[src/rtl/ebr_pkg.sv]
package ebr_pkg;
  localparam logic [7:0] READ_OP   = 8'h03;
  localparam logic [7:0] MARK_HI   = 8'h08;
  localparam logic [7:0] MARK_LO   = 8'hAA;
  localparam int         FRAME_LEN = 32;
  localparam int         WIRE_AW   = 16;

  typedef enum logic [1:0] {
    E_IDLE,
    E_LOW,
    E_HIGH,
    E_GAP
  } eng_state_e;

  typedef enum logic [1:0] {
    S_IDLE,
    S_FETCH,
    S_OFFER
  } seq_state_e;
endpackage

[src/rtl/ebr_sck_div.sv]
module ebr_sck_div #(
  parameter int HALF = 125
) (
  input  logic clk_i,
  input  logic rst_ni,
  input  logic run_i,
  output logic tick_o
);
  localparam int CW = (HALF > 1) ? $clog2(HALF) : 1;
  localparam logic [CW-1:0] LAST = CW'(HALF - 1);

  logic [CW-1:0] cnt_q;

  assign tick_o = run_i && (cnt_q == LAST);

  always_ff @(posedge clk_i or negedge rst_ni) begin
    if (!rst_ni)                cnt_q <= '0;
    else if (!run_i || tick_o)  cnt_q <= '0;
    else                        cnt_q <= cnt_q + 1'b1;
  end
endmodule

[src/rtl/ebr_frame_engine.sv]
module ebr_frame_engine
  import ebr_pkg::*;
#(
  parameter int HALF = 125
) (
  input  logic        clk_i,
  input  logic        rst_ni,
  input  logic        go_i,
  input  logic        stop_i,
  input  logic [31:0] cmd_i,
  input  logic        miso_i,
  output logic        sck_o,
  output logic        cs_no,
  output logic        mosi_o,
  output logic        done_o,
  output logic [7:0]  rx_o
);
  localparam logic [4:0] LAST_BIT = 5'(FRAME_LEN - 1);

  eng_state_e  st_q;
  logic [31:0] tx_q;
  logic [4:0]  bit_q;
  logic [7:0]  rx_q;
  logic        gap_q, sck_q, cs_q, done_q;
  logic        tick;

  ebr_sck_div #(.HALF(HALF)) u_div (
    .clk_i  (clk_i),
    .rst_ni (rst_ni),
    .run_i  (st_q != E_IDLE),
    .tick_o (tick)
  );

  always_ff @(posedge clk_i or negedge rst_ni) begin
    if (!rst_ni) begin
      st_q   <= E_IDLE;
      tx_q   <= '0;
      bit_q  <= '0;
      rx_q   <= '0;
      gap_q  <= 1'b0;
      sck_q  <= 1'b0;
      cs_q   <= 1'b1;
      done_q <= 1'b0;
    end else begin
      done_q <= 1'b0;
      if (stop_i) begin
        st_q  <= E_IDLE;
        sck_q <= 1'b0;
        cs_q  <= 1'b1;
      end else begin
        unique case (st_q)
          E_IDLE: if (go_i) begin
            tx_q  <= cmd_i;
            bit_q <= '0;
            cs_q  <= 1'b0;
            sck_q <= 1'b0;
            st_q  <= E_LOW;
          end
          // rising edge: memory and master both sample
          E_LOW: if (tick) begin
            sck_q <= 1'b1;
            rx_q  <= {rx_q[6:0], miso_i};
            st_q  <= E_HIGH;
          end
          // falling edge: advance MOSI or close the frame
          E_HIGH: if (tick) begin
            sck_q <= 1'b0;
            if (bit_q == LAST_BIT) begin
              cs_q  <= 1'b1;
              gap_q <= 1'b0;
              st_q  <= E_GAP;
            end else begin
              tx_q  <= {tx_q[30:0], 1'b0};
              bit_q <= bit_q + 1'b1;
              st_q  <= E_LOW;
            end
          end
          // two half periods of deselect
          E_GAP: if (tick) begin
            if (gap_q) begin
              st_q   <= E_IDLE;
              done_q <= 1'b1;
            end else begin
              gap_q <= 1'b1;
            end
          end
          default: st_q <= E_IDLE;
        endcase
      end
    end
  end

  assign sck_o  = sck_q;
  assign cs_no  = cs_q;
  assign mosi_o = tx_q[31] & ~cs_q;
  assign done_o = done_q;
  assign rx_o   = rx_q;
endmodule

[src/rtl/ebr_sequencer.sv]
module ebr_sequencer
  import ebr_pkg::*;
#(
  parameter int ADDR_W = 16
) (
  input  logic        clk_i,
  input  logic        rst_ni,
  input  logic        start_i,
  input  logic        abort_i,
  input  logic        boot_done_i,
  input  logic        frame_done_i,
  input  logic [7:0]  rx_i,
  input  logic        byte_ready_i,
  output logic        go_o,
  output logic        stop_o,
  output logic [31:0] cmd_o,
  output logic [7:0]  byte_o,
  output logic        byte_valid_o,
  output logic        busy_o,
  output logic        no_image_o,
  output logic        span_end_o,
  output logic        hold_no
);
  localparam logic [ADDR_W-1:0] ADDR_TOP = '1;
  localparam logic [ADDR_W-1:0] ADDR_0   = '0;
  localparam logic [ADDR_W-1:0] ADDR_1   = ADDR_W'(1);

  seq_state_e        st_q;
  logic [ADDR_W-1:0] addr_q;
  logic [7:0]        data_q;
  logic              go_q, noimg_q, end_q, hold_q;
  logic              mark_bad, halt;

  assign halt     = abort_i | boot_done_i;
  assign mark_bad = ((addr_q == ADDR_0) && (rx_i != MARK_HI)) ||
                    ((addr_q == ADDR_1) && (rx_i != MARK_LO));

  always_ff @(posedge clk_i or negedge rst_ni) begin
    if (!rst_ni) begin
      st_q    <= S_IDLE;
      addr_q  <= '0;
      data_q  <= '0;
      go_q    <= 1'b0;
      noimg_q <= 1'b0;
      end_q   <= 1'b0;
      hold_q  <= 1'b1;
    end else begin
      go_q <= 1'b0;
      if (boot_done_i) hold_q <= 1'b0;
      if (halt) begin
        st_q <= S_IDLE;
      end else begin
        unique case (st_q)
          S_IDLE: if (start_i && hold_q) begin
            addr_q  <= '0;
            noimg_q <= 1'b0;
            end_q   <= 1'b0;
            go_q    <= 1'b1;
            st_q    <= S_FETCH;
          end
          S_FETCH: if (frame_done_i) begin
            if (mark_bad) begin
              noimg_q <= 1'b1;
              st_q    <= S_IDLE;
            end else begin
              data_q <= rx_i;
              st_q   <= S_OFFER;
            end
          end
          S_OFFER: if (byte_ready_i) begin
            if (addr_q == ADDR_TOP) begin
              end_q <= 1'b1;
              st_q  <= S_IDLE;
            end else begin
              addr_q <= addr_q + 1'b1;
              go_q   <= 1'b1;
              st_q   <= S_FETCH;
            end
          end
          default: st_q <= S_IDLE;
        endcase
      end
    end
  end

  assign go_o         = go_q;
  assign stop_o       = halt;
  assign cmd_o        = {READ_OP, WIRE_AW'(addr_q), 8'h00};
  assign byte_o       = data_q;
  assign byte_valid_o = (st_q == S_OFFER);
  assign busy_o       = (st_q != S_IDLE);
  assign no_image_o   = noimg_q;
  assign span_end_o   = end_q;
  assign hold_no      = hold_q;
endmodule

[src/rtl/eeprom_boot_reader.sv]
module eeprom_boot_reader #(
  parameter int CLK_DIV = 250,
  parameter int ADDR_W  = 16
) (
  input  logic       clk_i,
  input  logic       rst_ni,
  input  logic       start_i,
  input  logic       abort_i,
  input  logic       boot_done_i,
  output logic       sck_o,
  output logic       cs_no,
  output logic       mosi_o,
  input  logic       miso_i,
  output logic [7:0] byte_o,
  output logic       byte_valid_o,
  input  logic       byte_ready_i,
  output logic       busy_o,
  output logic       no_image_o,
  output logic       span_end_o,
  output logic       hold_no
);
  localparam int HALF = CLK_DIV / 2;

  logic        go, stop, frame_done;
  logic [31:0] cmd;
  logic [7:0]  rx;

  ebr_sequencer #(.ADDR_W(ADDR_W)) u_seq (
    .clk_i        (clk_i),
    .rst_ni       (rst_ni),
    .start_i      (start_i),
    .abort_i      (abort_i),
    .boot_done_i  (boot_done_i),
    .frame_done_i (frame_done),
    .rx_i         (rx),
    .byte_ready_i (byte_ready_i),
    .go_o         (go),
    .stop_o       (stop),
    .cmd_o        (cmd),
    .byte_o       (byte_o),
    .byte_valid_o (byte_valid_o),
    .busy_o       (busy_o),
    .no_image_o   (no_image_o),
    .span_end_o   (span_end_o),
    .hold_no      (hold_no)
  );

  ebr_frame_engine #(.HALF(HALF)) u_eng (
    .clk_i  (clk_i),
    .rst_ni (rst_ni),
    .go_i   (go),
    .stop_i (stop),
    .cmd_i  (cmd),
    .miso_i (miso_i),
    .sck_o  (sck_o),
    .cs_no  (cs_no),
    .mosi_o (mosi_o),
    .done_o (frame_done),
    .rx_o   (rx)
  );
endmodule

[config.mk]
export PLATFORM = sky130hd
export DESIGN_NAME = eeprom_boot_reader
export DESIGN_NICKNAME = d
export VERILOG_FILES = /design/src/rtl/ebr_pkg.sv /design/src/rtl/ebr_sck_div.sv /design/src/rtl/ebr_frame_engine.sv /design/src/rtl/ebr_sequencer.sv /design/src/rtl/eeprom_boot_reader.sv
export SDC_FILE = /design/constraint.sdc
export NUM_CORES = 1
export LEC_CHECK = 0
export CORE_UTILIZATION = 45
export DETAILED_ROUTE_END_ITERATION = 8
export GPL_TIMING_DRIVEN = 0
export PLACE_DENSITY = 0.6
export SYNTH_ARGS = -nofsm -noshare
export SYNTH_HDL_FRONTEND = slang
export SYNTH_SLANG_ARGS = --single-unit
export TNS_END_PERCENT = 30
[constraint.sdc]
create_clock -name clk_i -period 2.35 [get_ports clk_i]
set_input_delay 0.47 -clock clk_i [delete_from_list [all_inputs] [get_ports clk_i]]
set_output_delay 0.47 -clock clk_i [all_outputs]
set_load 0.01 [all_outputs]
==> impl_metrics.yaml <==
floorplanning:
  die_area_um2: 9130
  core_um2: 8340
  die_h_um: 95.5
  io_pins: 23
  rows: 33
  initial_utilization_pct: 47.2
  die_w_um: 95.5
drt:
  viasPerCell: 5.46
  ant_nets: 0
  drc_errors: 0
  wl_per_cell_um: 15.4
  wl_met1_um: 4110
  drt_iter0_drc: 88
  wl_um: 8340
  maxUsedRoutingLayer: "met4"
  wl_met3_um: 149
  wl_met2_um: 3940
  dr.pass1.iters: 4
  dr_total_vias: 2954
synthesis:
  syn_area_per_cell_um2: 9.97
  syn_inst: 395
  ys_types: 50
  synth_top_area_share_pct: 49.6
  mappedNetlistArea_um2: 3940
  yosysSeqAreaShare_pct: 50.9
  ys_seq_elements: 80
  synth_warnings: 0
  syn-num-nets: 409
  synth_edf_count: 0
  synthTopCellsByArea: "dfrtp_1 (50%), nand2_1 (4.4%), o21ai_0 (4.3%)"
  synth_top_flop_cell: "dfrtp_1"
  yosys.area.top_type: "dfrtp_1"
  synthArstFlopShare_pct: 100
sta:
  post-route-period-util_pct: 96.4
  rsz0062_at_grt: "yes"
  slew_headroom_pct: 62.4
  fmax_mhz: 442
  final-hold-violation-count: 0
  slew_violations: 0
  skew_ns: 0.0116
  finalSetupViolations: 0
  hold-worst-slack_ns: 0.0277
  period_minus_slack_ns: 2.26
  tightest_slew_ns: 0.559
clock_tree:
  htree_levels: 3
  numCtsBuffers: 9
  cts.reportedPaths.clkPinSlew_ns: 0.09
  cts_root_buffer: "clkbuf_8"
  clk_latency_ns: 0.35
  clock-sinks: 80
  clk_path_buf_depth: 2
  cts_tree: "done"
place:
  place_congestion: 0.801
  place_hpwl_um: 5770
  numPlacedInstances: 523
  io_buffers: 22
layout:
  seq_area_um2: 2010
  antenna_cells: 0
  fin_nets: 446
  syn2layout_area_growth_pct: 17.7
  final_common_cell: "dfrtp_1"
  final_cell_mix: "dfrtp_1 (77), nand2_1 (46), nor2_1 (39), o21ai_0 (33), clkdlybuf4s50_1 (21)"
  drive_above_1_share_pct: 14.9
  final_cell_count_no_fill: 541
  fillers: 749
  multi_input_area_um2: 1840
setup_path:
  crit_cells: 8
  arrival_ns: 2.50
  cp_num_buf_inv: 2
  startpoint: "u_seq.addr_q[1]"
  cp_max_fo: 9
  crit_path_end: "u_seq.byte_o[4]"
  timing.critical_path.cells: "inv_1 > ha_2 > and4b_1 > o2111ai_2 > and4_4 > or3b_1 > buf_6 > mux2_4"
  startpoint_type: "flop"
  crit_path_top_delay_cell: "or3b_1"
  r2r-start: "u_seq.addr_q[1]"
  cpLargestDelayFamily: "simple AND/OR/NAND/NOR gates"
  max_stage_delay_ns: 0.38
  required_ns: 2.58
  reg2reg_depth: 8
  r2r_slack_ns: 0.09
  rr_endpoint: "u_seq.byte_o[4]"
  critical_path_class: "reg2reg"
  cp-end-kind: "flop"
status:
  status: "finished, final reports clean"
global_route:
  grt_pass1_vias: 2835
  grt_pass1_wl_um: 14100
  grt_start_max_net_pins: 54
  grt_use_total_pct: 20.6
  grt_remaining_overflow: 0
  antenna_found_initial: 0
power:
  ir_drop_uv: 305
  p_per_area_nw_per_um2: 575
  leakagePower_nw: 2.03
min_path:
  worstHoldPathType: "in2async"
run:
  cap_violations: 0
## worst register-to-register path: stages (launching register included)
cell and delay, ns:
dfrtp_1 0.37, inv_1 0.10, ha_2 0.20, and4b_1 0.28, o2111ai_2 0.15, and4_4 0.19, or3b_1 0.38, buf_6 0.17
mux2_4 0.31
## power breakdown
group	internal [mW]	total, mW	switching [mW]
Combinational	0.0152	0.0503	0.0352
Clock	0.732	1.24	0.509
Sequential	1.38	1.38	0
Total	2.12	2.67	0.544
## logic make-up (layout without fill, tap and decap cells)
group                      after synthesis  in the layout  share of synthesized area, %
and+or+nand+nor                        159            159                          20.5
xor gates and xnor gates                16             16                          3.56
buffers and inverters                   33             74                          3.72
AOI/OAI and AO/OA                       70             70                          10.2
adders and majority gates                7              7                          2.22
DFF                                     80             80                          50.9
muxes                                   30             30                          8.90
## flip-flops by register name (all words and copies together) (netlist names)
register           count
u_seq.addr_q          16
u_eng.u_div.cnt_q      7
u_seq.hold_no          1
u_eng.rx_o             8
u_eng.tx_q            24
u_eng.cs_no            1
u_eng.done_o           1
u_seq.no_image_o       1
u_eng.st_q             2
u_seq.span_end_o       1
u_eng.gap_q            1
u_seq.byte_o           8
u_seq.go_o             1
u_eng.sck_o            1
u_eng.bit_q            5
u_seq.st_q             2
## synth_stat cells, types with 4 or more instances
cell and n:
xnor2_1 12, and4_1 4, nand4_1 7, nand3_1 16, mux2_2 8, nor2_1 39
o21ai_0 34, inv_1 11, buf_2 5, mux2i_1 14, clkbuf_1 14, nor2b_1 8
ha_1 7, nor4_1 5, mux2_4 8, xor2_1 4, nor3_1 10, dfrtp_1 78
nand2_1 46, o21ai_1 4, a211oi_1 4, a21oi_1 14
## metrics by stage
| step | TNS [ns] | cell area [um^2] | utilization [%] | total power [mW] | setup slack (ns) |
|---|---|---|---|---|---|
| 2_1_floorplan | 0 | 3940 | - | 1.41 | 0.239 |
| 3_3_place_gp | -175.09 | 4290 | 51.4 | 1.45 | -2.10 |
| 3_5_place_dp | -9.72 | 4310 | 51.7 | 1.46 | -0.245 |
| 4_1_cts | 0 | 4580 | 55.0 | 2.70 | 0.00357 |
| 5_1_grt | -0.0565 | 4630 | 55.6 | 2.77 | -0.0236 |
| 6_report | 0 | 4630 | 55.6 | 2.67 | 0.0857 |
## worst min path at each step
stage | from | slack [ns] | end
2_1_floorplan | rst_ni | 0.17 | u_eng.bit_q[0]
3_3_place_gp | u_eng.tx_q[31] | 0.46 | u_eng.tx_q[31]
3_5_place_dp | rst_ni | 0.41 | u_eng.u_div.cnt_q[4]
4_1_cts | rst_ni | 0.03 | u_eng.u_div.cnt_q[4]
5_1_grt | rst_ni | 0.04 | u_eng.u_div.cnt_q[4]
6_report | rst_ni | 0.03 | u_eng.u_div.cnt_q[4]
## area by class of cell
type / count / area share [%]
Buffer: 22 / 2.35
Clock buffer: 10 / 2.97
Clock inverter: 5 / 2.24
Inverter: 11 / 0.891
Multi-Input combinational cell: 282 / 39.6
Sequential cell: 80 / 43.3
Tap cell: 105 / 2.84
Timing Repair Buffer: 26 / 5.78
## layer usage
layer,GRT usage [%],up-vias
li1,-,1459
met1,28.0,1446
met2,32.8,35
met3,3.59,14
met4,7.71,0
met5,0,-
## timing repair
action | CTS | global route
pin swaps | 0 | 1
endpoints found under the setup margin | 34 | 43
setup buffers | 3 | 0
hold buffers | 0 | 0
resized for setup | 2 | 16
Power figures use the tool's default switching activity.
